<file path="src/rtl/ptmr_pkg.sv">
package ptmr_pkg;
  localparam logic [2:0] A_STAT  = 3'd0;
  localparam logic [2:0] A_COUNT = 3'd1;
  localparam logic [2:0] A_MOD   = 3'd2;
  localparam logic [2:0] A_C0CTL = 3'd3;
  localparam logic [2:0] A_C0VAL = 3'd4;
  localparam logic [2:0] A_C1CTL = 3'd5;
  localparam logic [2:0] A_C1VAL = 3'd6;

  localparam int unsigned N_CH   = 2;
  localparam int unsigned N_FLAG = N_CH + 1;

  // packed into control bits [6:1]
  typedef struct packed {
    logic ie;
    logic link;
    logic cmp;
    logic rise;
    logic tov;
    logic maxd;
  } chctl_t;

  function automatic logic [2:0] flag_addr(input int unsigned idx);
    case (idx)
      0:       return A_STAT;
      1:       return A_C0CTL;
      default: return A_C1CTL;
    endcase
  endfunction
endpackage

</file>
<file path="src/rtl/tmr_counter.sv">
module tmr_counter #(
  parameter int unsigned CNT_W = 16
) (
  input  logic             clk,
  input  logic             rst_n,
  input  logic             adv,
  input  logic [CNT_W-1:0] modulo,
  output logic [CNT_W-1:0] count,
  output logic [CNT_W-1:0] cnt_nxt,
  output logic             wrap
);
  always_comb begin
    cnt_nxt = (count == modulo) ? '0 : count + 1'b1;
    wrap    = adv && (count == modulo);
  end

  always_ff @(posedge clk or negedge rst_n) begin
    if (!rst_n)   count <= '0;
    else if (adv) count <= cnt_nxt;
  end

  AST_WRAP_ZERO: assert property (@(posedge clk) disable iff (!rst_n)
    wrap |=> (count == '0));
  AST_HALT_HOLDS: assert property (@(posedge clk) disable iff (!rst_n)
    !adv |=> $stable(count));
endmodule

</file>
<file path="src/rtl/tmr_flag.sv">
module tmr_flag (
  input  logic clk,
  input  logic rst_n,
  input  logic set_ev,
  input  logic rd_hit,
  input  logic wr_hit,
  input  logic wr_bit,
  input  logic clr_ok,
  output logic flag
);
  logic arm_q, arm_n, flag_n;

  always_comb begin
    arm_n = arm_q;
    if (rd_hit && flag) arm_n = 1'b1;
    else if (wr_hit)    arm_n = 1'b0;
    flag_n = flag;
    if (set_ev)                                    flag_n = 1'b1;
    else if (wr_hit && !wr_bit && arm_q && clr_ok) flag_n = 1'b0;
  end

  always_ff @(posedge clk or negedge rst_n) begin
    if (!rst_n) begin
      arm_q <= 1'b0;
      flag  <= 1'b0;
    end else begin
      arm_q <= arm_n;
      flag  <= flag_n;
    end
  end

  AST_EVENT_WINS: assert property (@(posedge clk) disable iff (!rst_n)
    set_ev |=> flag);
  AST_NO_BLIND_CLEAR: assert property (@(posedge clk) disable iff (!rst_n)
    (flag && !arm_q) |=> flag);
endmodule

</file>
<file path="src/rtl/tmr_channel.sv">
module tmr_channel #(
  parameter int unsigned CNT_W = 16
) (
  input  logic             clk,
  input  logic             rst_n,
  input  logic             adv,
  input  logic             wrap,
  input  logic [CNT_W-1:0] cnt_nxt,
  input  logic [CNT_W-1:0] cmp_val,
  input  logic             out_en,
  input  logic             tov,
  input  logic             maxd,
  input  logic             cap_en,
  input  logic             rise,
  input  logic             pin,
  output logic             pin_out,
  output logic             match_ev,
  output logic             cap_ev
);
  logic pin_q, edge_seen, out_n;

  always_comb begin
    match_ev  = adv && out_en && (cnt_nxt == cmp_val);
    edge_seen = rise ? (pin && !pin_q) : (!pin && pin_q);
    cap_ev    = cap_en && edge_seen;
    out_n     = pin_out;
    if (!out_en)           out_n = 1'b0;
    else if (maxd && tov)  out_n = 1'b1;
    else if (match_ev)     out_n = 1'b0;
    else if (wrap && tov)  out_n = 1'b1;
  end

  always_ff @(posedge clk or negedge rst_n) begin
    if (!rst_n) begin
      pin_q   <= 1'b0;
      pin_out <= 1'b0;
    end else begin
      pin_q   <= pin;
      pin_out <= out_n;
    end
  end

  AST_FULL_DUTY: assert property (@(posedge clk) disable iff (!rst_n)
    (out_en && maxd && tov) |=> pin_out);
  AST_ZERO_DUTY: assert property (@(posedge clk) disable iff (!rst_n)
    (out_en && !tov && !pin_out) |=> !pin_out);
endmodule

</file>
<file path="src/rtl/pair_timer.sv">
module pair_timer
  import ptmr_pkg::*;
#(
  parameter int unsigned CNT_W = 16
) (
  input  logic             clk,
  input  logic             rst_n,
  input  logic             tick_en,
  input  logic             wr_en,
  input  logic             rd_en,
  input  logic [2:0]       addr,
  input  logic [CNT_W-1:0] wdata,
  output logic [CNT_W-1:0] rdata,
  input  logic [1:0]       pin_in,
  output logic [1:0]       pin_out,
  input  logic             brk,
  input  logic             brk_clr_ok,
  input  logic             stop_mode,
  output logic             irq_ovf,
  output logic [1:0]       irq_ch
);
  // reset: asserted asynchronously, released on the clock
  logic [1:0] rs_q;
  logic       rst_s;
  always_ff @(posedge clk or negedge rst_n) begin
    if (!rst_n) rs_q <= '0;
    else        rs_q <= {rs_q[0], 1'b1};
  end
  assign rst_s = rs_q[1];

  logic live, adv, cap_ok, clr_ok, wr_ok, rd_ok, link;
  always_comb begin
    live   = !stop_mode;
    adv    = tick_en && live && !brk;
    cap_ok = live && !brk;
    clr_ok = live && (!brk || brk_clr_ok);
    wr_ok  = wr_en && live;
    rd_ok  = rd_en && live;
  end

  logic             ovf_ie_q, ovf_ie_n;
  chctl_t           ctl_q [N_CH];
  chctl_t           ctl_n [N_CH];
  logic [CNT_W-1:0] val_q [N_CH];
  logic [CNT_W-1:0] val_n [N_CH];
  logic [CNT_W-1:0] mod_q, mod_n;
  logic             sel_q, sel_n, pend_q, pend_n;

  logic [CNT_W-1:0] count, cnt_nxt;
  logic             wrap;
  assign link = ctl_q[0].link;

  tmr_counter #(.CNT_W(CNT_W)) u_cnt (
    .clk(clk), .rst_n(rst_s), .adv(adv), .modulo(mod_q),
    .count(count), .cnt_nxt(cnt_nxt), .wrap(wrap)
  );

  logic [N_CH-1:0]  out_en, cap_en, match_ev, cap_ev;
  logic [CNT_W-1:0] cmp_v [N_CH];
  always_comb begin
    out_en[0] = link || ctl_q[0].cmp;
    out_en[1] = !link && ctl_q[1].cmp;
    cap_en[0] = cap_ok && !link && !ctl_q[0].cmp;
    cap_en[1] = cap_ok && !link && !ctl_q[1].cmp;
    cmp_v[0]  = (link && sel_q) ? val_q[1] : val_q[0];
    cmp_v[1]  = val_q[1];
  end

  for (genvar c = 0; c < N_CH; c++) begin : g_ch
    tmr_channel #(.CNT_W(CNT_W)) u_ch (
      .clk(clk), .rst_n(rst_s), .adv(adv), .wrap(wrap), .cnt_nxt(cnt_nxt),
      .cmp_val(cmp_v[c]), .out_en(out_en[c]), .tov(ctl_q[c].tov),
      .maxd(ctl_q[c].maxd), .cap_en(cap_en[c]), .rise(ctl_q[c].rise),
      .pin(pin_in[c]), .pin_out(pin_out[c]), .match_ev(match_ev[c]),
      .cap_ev(cap_ev[c])
    );
  end

  logic [N_FLAG-1:0] flag, set_v;
  assign set_v = {match_ev[1] | cap_ev[1], match_ev[0] | cap_ev[0], wrap};

  for (genvar f = 0; f < N_FLAG; f++) begin : g_flag
    tmr_flag u_flag (
      .clk(clk), .rst_n(rst_s), .set_ev(set_v[f]),
      .rd_hit(rd_ok && (addr == flag_addr(f))),
      .wr_hit(wr_ok && (addr == flag_addr(f))),
      .wr_bit(wdata[7]), .clr_ok(clr_ok), .flag(flag[f])
    );
  end

  always_comb begin
    ovf_ie_n = ovf_ie_q;
    mod_n    = mod_q;
    ctl_n    = ctl_q;
    val_n    = val_q;
    if (wr_ok) begin
      case (addr)
        A_STAT:  ovf_ie_n = wdata[6];
        A_MOD:   mod_n    = wdata;
        A_C0CTL: ctl_n[0] = chctl_t'(wdata[6:1]);
        A_C1CTL: ctl_n[1] = chctl_t'(wdata[6:1]);
        A_C0VAL: val_n[0] = wdata;
        A_C1VAL: val_n[1] = wdata;
        default: ;
      endcase
    end
    for (int c = 0; c < N_CH; c++) if (cap_ev[c]) val_n[c] = count;
    // linked buffer: alternate only at a wrap with a pending write
    sel_n  = sel_q;
    pend_n = pend_q;
    if (!link) begin
      sel_n  = 1'b0;
      pend_n = 1'b0;
    end else begin
      if (wrap && pend_q) begin
        sel_n  = !sel_q;
        pend_n = 1'b0;
      end
      if (wr_ok && (((addr == A_C0VAL) && sel_n) || ((addr == A_C1VAL) && !sel_n)))
        pend_n = 1'b1;
    end
  end

  always_ff @(posedge clk or negedge rst_s) begin
    if (!rst_s) begin
      ovf_ie_q <= 1'b0;
      mod_q    <= '1;
      sel_q    <= 1'b0;
      pend_q   <= 1'b0;
      for (int c = 0; c < N_CH; c++) begin
        ctl_q[c] <= '0;
        val_q[c] <= '0;
      end
    end else begin
      ovf_ie_q <= ovf_ie_n;
      mod_q    <= mod_n;
      sel_q    <= sel_n;
      pend_q   <= pend_n;
      ctl_q    <= ctl_n;
      val_q    <= val_n;
    end
  end

  always_comb begin
    rdata = '0;
    case (addr)
      A_STAT:  rdata = CNT_W'({flag[0], ovf_ie_q, 6'b0});
      A_COUNT: rdata = count;
      A_MOD:   rdata = mod_q;
      A_C0CTL: rdata = CNT_W'({flag[1], ctl_q[0], 1'b0});
      A_C0VAL: rdata = val_q[0];
      A_C1CTL: rdata = CNT_W'({flag[2], ctl_q[1], 1'b0});
      A_C1VAL: rdata = val_q[1];
      default: rdata = '0;
    endcase
    irq_ovf   = flag[0] && ovf_ie_q;
    irq_ch[0] = flag[1] && ctl_q[0].ie;
    irq_ch[1] = flag[2] && ctl_q[1].ie;
  end

  AST_SEL_AT_WRAP: assert property (@(posedge clk) disable iff (!rst_s)
    (link && !wrap) |=> (!link || $stable(sel_q)));
  AST_BRK_NO_CAPTURE: assert property (@(posedge clk) disable iff (!rst_s)
    (brk && !wr_en) |=> ($stable(val_q[0]) && $stable(val_q[1])));
  AST_STOP_FREEZE: assert property (@(posedge clk) disable iff (!rst_s)
    stop_mode |=> ($stable(count) && $stable(mod_q)));
  AST_LINK_PIN1_LOW: assert property (@(posedge clk) disable iff (!rst_s)
    link |=> (!link || !pin_out[1]));
endmodule

</file>
<file path="config.mk">
export PLATFORM = sky130hd
export DESIGN_NAME = pair_timer
export DESIGN_NICKNAME = d
export VERILOG_FILES = /design/src/rtl/ptmr_pkg.sv /design/src/rtl/tmr_counter.sv /design/src/rtl/tmr_flag.sv /design/src/rtl/tmr_channel.sv /design/src/rtl/pair_timer.sv
export SDC_FILE = /design/constraint.sdc
export NUM_CORES = 1
export LEC_CHECK = 0
export BUFFER_PORTS_ARGS = -buffer_cell sky130_fd_sc_hd__buf_4
export CAP_MARGIN = 20
export CORE_MARGIN = 8
export CORE_UTILIZATION = 43
export DETAILED_ROUTE_END_ITERATION = 10
export HOLD_SLACK_MARGIN = 0.02
export REMOVE_ABC_BUFFERS = 1
export SYNTH_ARGS = -nofsm -noshare
export SYNTH_HDL_FRONTEND = slang
export SYNTH_SLANG_ARGS = --single-unit
</file>
<file path="constraint.sdc">
create_clock -name clk -period 2.51 [get_ports clk]
set_input_delay 0.1255 -clock clk [delete_from_list [all_inputs] [get_ports clk]]
set_output_delay 0.1255 -clock clk [all_outputs]
set_load 0.02 [all_outputs]
</file>
After elaboration in Yosys (flattened, before gate mapping)
Cells that the tools add are included.
{ "totals": {"wordCells": 164, "regBits": 91, "in_bits": 29} }
{ "classes": {"eq_ne": 12, "bitwise": 2, "reduce_logical": 83, "addsub": 1, "mux": 36} }
{ "ops": {"columns": ["op", "n"], "rows": [
  ["case mux 16 bit (7 select lines)", 1],
  ["two-way mux 16 bit", 6],
  ["logical AND 1 bit", 51],
  ["equality test 16 bit", 3],
  ["two-way mux 32 bit", 1],
  ["two-way mux 1 bit", 28],
  ["nonzero test 2 bit", 10],
  ["adder 16 x 1 -> 16 bit (second input constant)", 1],
  ["logical NOT 1 bit", 12],
  ["AND reduction 2 bit", 6],
  ["equality test 3 bit (second input constant)", 3],
  ["inequality test 4 bit (second input constant)", 2],
  ["equality test 3 x 2 -> 1 bit (second input constant)", 2],
  ["equality test 3 x 1 -> 1 bit (second input constant)", 1],
  ["logical NOT 3 bit", 1],
  ["logical OR 1 bit", 3],
  ["inequality test 3 x 1 -> 1 bit (second input constant)", 1],
  ["OR 1 bit", 2]
]} }

Depth between registers and ports, before layout
{ "depth": {"depth_word": 13, "mapped_depth": 11, "depth_no_buf": 9} }

Cells and area by module
Synthesis repeated with hierarchy kept, for this count alone.
{ "hier_totals": {"hier_cells": 585, "area_unflattened_um2": 6022.0} }
{ "by_module_without_submodules": {"columns": ["module", "area_each_um2", "seq_area_each_um2", "n_inst", "cells_per_inst"], "rows": [
  ["pair_timer", 3922.5, 1646.6, 1, 347],
  ["tmr_counter", 1282.5, 400.4, 1, 153],
  ["tmr_channel", 290.3, 50.0, 2, 32],
  ["tmr_flag", 78.8, 50.0, 3, 7]
]} }

Worst setup path after synthesis
OpenSTA, ideal clock, no wires.
{ "synth_path": {"path_type": "register to register", "startpoint": "reg u_cnt.count[5]", "endpoint": "reg g_ch[1].u_ch.pin_out", "path_stages_with_launch": 10, "setup_slack_ps": 159, "n_path_buf": 1, "period_less_slack_ps": 2351, "required_time_ps": 2390, "arrival_time_ps": 2231, "setup_ps": 120, "cell_sequence": "dfrtp_1 > buf_4 > nand4_4 > or4_4 > xor2_1 > nor2_1 > xor2_1 > nor4_1 > a32o_1 > a21oi_1"} }
{ "synth_via": {"elab_chain_cells": 7} }
{ "synth_rtl": {"columns": ["element", "line", "source"], "rows": [
  ["from (decl)", "tmr_counter.sv:8", "output logic [CNT_W-1:0] count,"],
  ["from (signal assigned)", "tmr_counter.sv:19", "else if (adv) count <= cnt_nxt;"],
  ["adder 16 x 1 -> 16 bit or equality test 16 bit (tied branches)", "tmr_counter.sv:13, tmr_counter.sv:14", null],
  ["two-way mux 16 bit", "tmr_counter.sv:13", "cnt_nxt = (count == modulo) ? '0 : count + 1'b1;"],
  ["equality test 16 bit", "tmr_channel.sv:23", "match_ev = adv && out_en && (cnt_nxt == cmp_val);"],
  ["logical AND 1 bit", "tmr_channel.sv:23", null],
  ["two-way mux 1 bit", "tmr_channel.sv:29", "else if (match_ev) out_n = 1'b0;"],
  ["two-way mux 1 bit", "tmr_channel.sv:28", "else if (maxd && tov) out_n = 1'b1;"],
  ["two-way mux 1 bit", "tmr_channel.sv:27", "if (!out_en) out_n = 1'b0;"],
  ["to (signal assigned)", "tmr_channel.sv:39", "pin_out <= out_n;"],
  ["to (decl)", "tmr_channel.sv:16", "output logic pin_out,"]
]} }
Several ways; a longest one is shown, not always the timed one.
A chain may end at the register's enable or synchronous reset.

Worst setup path after layout
{ "layout_path": {"startpoint": "reg ctl_q (netlist bit link)", "endpoint": "reg g_ch[0].u_ch.pin_out"} }
{ "layout_via": {"elab_chain_cells": 7} }
{ "layout_rtl": {"columns": ["element", "line", "source"], "rows": [
  ["from (decl)", "pair_timer.sv:42", "chctl_t ctl_q [N_CH];"],
  ["from (signal assigned)", "pair_timer.sv:139", "ctl_q <= ctl_n;"],
  ["logical AND 1 bit", "pair_timer.sv:65", "cmp_v[0] = (link && sel_q) ? val_q[1] : val_q[0];"],
  ["two-way mux 16 bit", "pair_timer.sv:65", null],
  ["equality test 16 bit", "tmr_channel.sv:23", null],
  ["logical AND 1 bit", "tmr_channel.sv:23", null],
  ["two-way mux 1 bit", "tmr_channel.sv:29", null],
  ["two-way mux 1 bit", "tmr_channel.sv:28", null],
  ["two-way mux 1 bit", "tmr_channel.sv:27", null],
  ["to (signal assigned)", "tmr_channel.sv:39", null],
  ["to (decl)", "tmr_channel.sv:16", null]
]} }
Several ways; a longest one is shown, not always the timed one.

==> results.json <==
{
  "p_sw_share_pct": 39.2,
  "required_ps": 2730,
  "ios": 50,
  "r2r_start": "link",
  "track_usage_pct": 24.7,
  "post-route-min-period_ps": 2620,
  "violations": "negative setup slack",
  "h-tree-depth": 3,
  "p_total_mw": 6.61,
  "grt_max_degree": 38,
  "grt_overflow_total": 0,
  "yosysMostFrequentCell": "dfrtp_1",
  "drcViolationCount": 0,
  "rows": 43,
  "hp-start": "wdata[11]",
  "fin_crit_sh_pct": 104,
  "first_pass_iters": 5,
  "skew_ps": 12.3,
  "rrSetupSlack_ps": -110,
  "vias": 5944,
  "finalSetupTns_ps": -155,
  "syn_area_mm2": 0.00615,
  "critical_path_class": "reg2reg",
  "synth_cell_type_count": 74,
  "root_buffer": "clkbuf_16",
  "finalMaxSlewViolations": 0,
  "yosysTopAreaCellShare_pct": 30.5,
  "rsz0062_at_grt": "true",
  "drt_iter0_drc": 578,
  "postLayoutSetupSlackWorst_ps": -109,
  "drive_above_1_share_pct": 38.2,
  "status": "complete, but fails checks",
  "cts_buffer_depth": 2,
  "antenna_found_initial": 0,
  "start_util_pct": 44.1,
  "cts_buffers": 9,
  "clock.fmax_ghz": 0.382,
  "globalplace.congestion": 0.942,
  "synth_edf_count": 0,
  "grt_first_pass_wirelength_um": 34500,
  "clock_sinks": 91,
  "regArea_mm2": 0.00230,
  "vdd_drop_max_mv": 0.540,
  "synth_area_per_cell_um2": 9.33,
  "die_y_um": 136,
  "cpMaxStageDelayCell": "or4_1",
  "cp_max_fo": 3,
  "synthFlopType": "dfrtp_1",
  "final_hold_viol_count": 0,
  "design.core.area_mm2": 0.0139,
  "tightest_slew_ps": 1150,
  "insertion_delay_ps": 360,
  "yosys_warnings": 0,
  "synth_area_leaders": "dfrtp_1, mux2i_1, dfstp_2",
  "yosys-top-cells-count": "dfrtp_1, nor2_1, mux2i_1",
  "routed_wl_um": 22500,
  "area_growth_pct": 34.2,
  "die_area_mm2": 0.0184,
  "rr_endpoint": "g_ch[0].u_ch.pin_out",
  "r2r_cells": 9,
  "min_path_cells": 2,
  "num-fill-cells": 1221,
  "crit_top_cell": "a21oi_1",
  "yosysTopAreaCell": "dfrtp_1",
  "first_global_vias": 5964,
  "power_frac_comb_pct": 43.2,
  "startpoint_type": "flip-flop",
  "leakagePower_nw": 3.91,
  "hpwl_um": 16600,
  "cap_viol_max_count": 0,
  "arrival_ps": 2840,
  "seqPwrFrac_pct": 35.9,
  "wl_per_cell_um": 22.5,
  "worstHoldEndpoint": "mod_q[11]",
  "setup_viol_count_final": 2,
  "crit_family": "simple AND/OR/NAND/NOR gates",
  "postRouteAntennaNets": 0,
  "nets": 844,
  "post-route-util_pct": 59.2,
  "slowest_delay_ps": 480,
  "avgViaCountPerCell": 5.95,
  "yosys_register_bits": 91,
  "path_cells": "nand2_4 -> buf_4 -> mux2_2 -> nand2b_1 -> or4_1 -> a21oi_1 -> and4bb_2 -> a32o_1 -> a21oi_1",
  "async_flop_share_pct": 100,
  "power.clock.fraction_pct": 20.9,
  "path_buf_inv": 1,
  "worstSetupEndpointType": "flip-flop",
  "num_antenna_cells": 0,
  "hold_path_class": "in2reg",
  "cts.clk_slew.worst_paths_ps": 80,
  "yosysSeqAreaShare_pct": 37.3,
  "slew_headroom_pct": 23.2,
  "synthCells": 659,
  "portBuffers": 49,
  "cts_tree": "built",
  "multiInputGateArea_mm2": 0.00382,
  "netSwitchingPower_mw": 2.59,
  "power.internal_mw": 4.02,
  "p_per_area_mw_per_mm2": 800,
  "die_w_um": 136
}
-- power by group through the flow --
stage / clock network (mW) / logic [mW] / registers [mW]
after floorplan: 0 / 1.32 / 2.32
after global placement: 0 / 2.48 / 2.33
after detailed placement: 0 / 2.52 / 2.35
after CTS: 1.40 / 2.72 / 2.35
after global routing: 1.44 / 3.05 / 2.43
final: 1.38 / 2.85 / 2.37
-- worst reg2reg max path, stage by stage, from the launching register on --
cell and delay [ps]:
dfrtp_1 450, nand2_4 130, buf_4 130, mux2_2 390, nand2b_1 160, or4_1 480, a21oi_1 190, and4bb_2 310
a32o_1 180, a21oi_1 70
-- layout make-up --
type                       count  area share (%)
timing repair buffer         199            19.1
tap                          180            2.73
inverter                      10           0.455
clock inverter                 7           0.803
clock buffer                   9            2.73
multi-input combinational    503            46.3
sequential                    91            27.9
-- state kept, by name, summed over array words and instances, names as in the netlist, 3 cells and up --
| name | flops |
|---|---|
| cmp_v | 16 |
| mod_q | 16 |
| u_cnt.count | 16 |
| val_q | 16 |
| ctl_q | 11 |
| g_flag.u_flag.arm_q | 3 |
| g_flag.u_flag.flag | 3 |
-- metal layers --
| layer | global-route usage (%) | vias up | part of all wire, % |
|---|---|---|---|
| met4 | 10.9 | 0 | 3.1 |
| met3 | 3.26 | 48 | 7.5 |
| met5 | 0 | - | 0 |
| met1 | 32.9 | 2945 | 42 |
| li1 | - | 2690 | - |
| met2 | 39.1 | 261 | 47 |
-- cell usage in the layout, fill, tap and decap left out, types with 4 or more instances in the layout --
cell / instances
nand3_1: 19
dfrtp_1: 71
xnor2_2: 6
a21oi_1: 49
dlygate4sd3_1: 6
nand2b_1: 7
inv_1: 10
nor2_1: 63
clkbuf_16: 9
o22a_1: 4
nor4_1: 4
nand4_1: 4
mux2_2: 35
xor2_1: 15
nor2b_1: 8
nor3_1: 5
xnor2_1: 15
a22oi_1: 13
o21ai_0: 30
mux2i_1: 57
dfstp_2: 16
buf_4: 180
o22ai_1: 10
and2_1: 6
buf_6: 11
a221oi_1: 4
xor2_2: 7
o31ai_1: 7
nand2_1: 49
-- stage by stage --
stage                     instance area [um2]  hold slack [ps]  cells  worst slack (ps)
after floorplan                          5880             -170    604              -295
after global placement                   7420            -92.0    955              -462
after detailed placement                 7420            -90.6    955              -399
after CTS                                8050             21.4    992             -81.2
after global routing                     8260             30.8    999              -179
final                                    8260             25.1    999              -109
-- kinds of logic after synthesis --
family	share of synthesized area, %
and+or+nand+nor	17.8
adders and majority gates	0.203
DFF	37.3
xor gates and xnor gates	7.12
other	0.0610
AOI/OAI and AO/OA	15.9
buffers and inverters	4.98
muxes	16.5
-- how the worst max path moves through the flow --
stage                   startpoint                    to  slack [ps]  cells past startpoint
CTS                 u_cnt.count[0]  g_ch[0].u_ch.pin_out         -80                     11
detailed placement  u_cnt.count[0]  g_ch[0].u_ch.pin_out        -400                      9
global route        u_cnt.count[1]  g_ch[0].u_ch.pin_out        -180                     11
finish                        link  g_ch[0].u_ch.pin_out        -110                      9
global placement    u_cnt.count[0]  g_ch[0].u_ch.pin_out        -460                      9
floorplan           u_cnt.count[0]  g_ch[1].u_ch.pin_out        -300                      9
-- what timing repair did --
action                                 CTS  global route
endpoints found under the hold margin    7             0
pin swaps                               10             9
hold buffers                             6             0
gates resized for setup                 34            25
setup buffers                           15             7
setup endpoints to repair                4             5
Note: power is estimated with default switching activity, not from simulation.
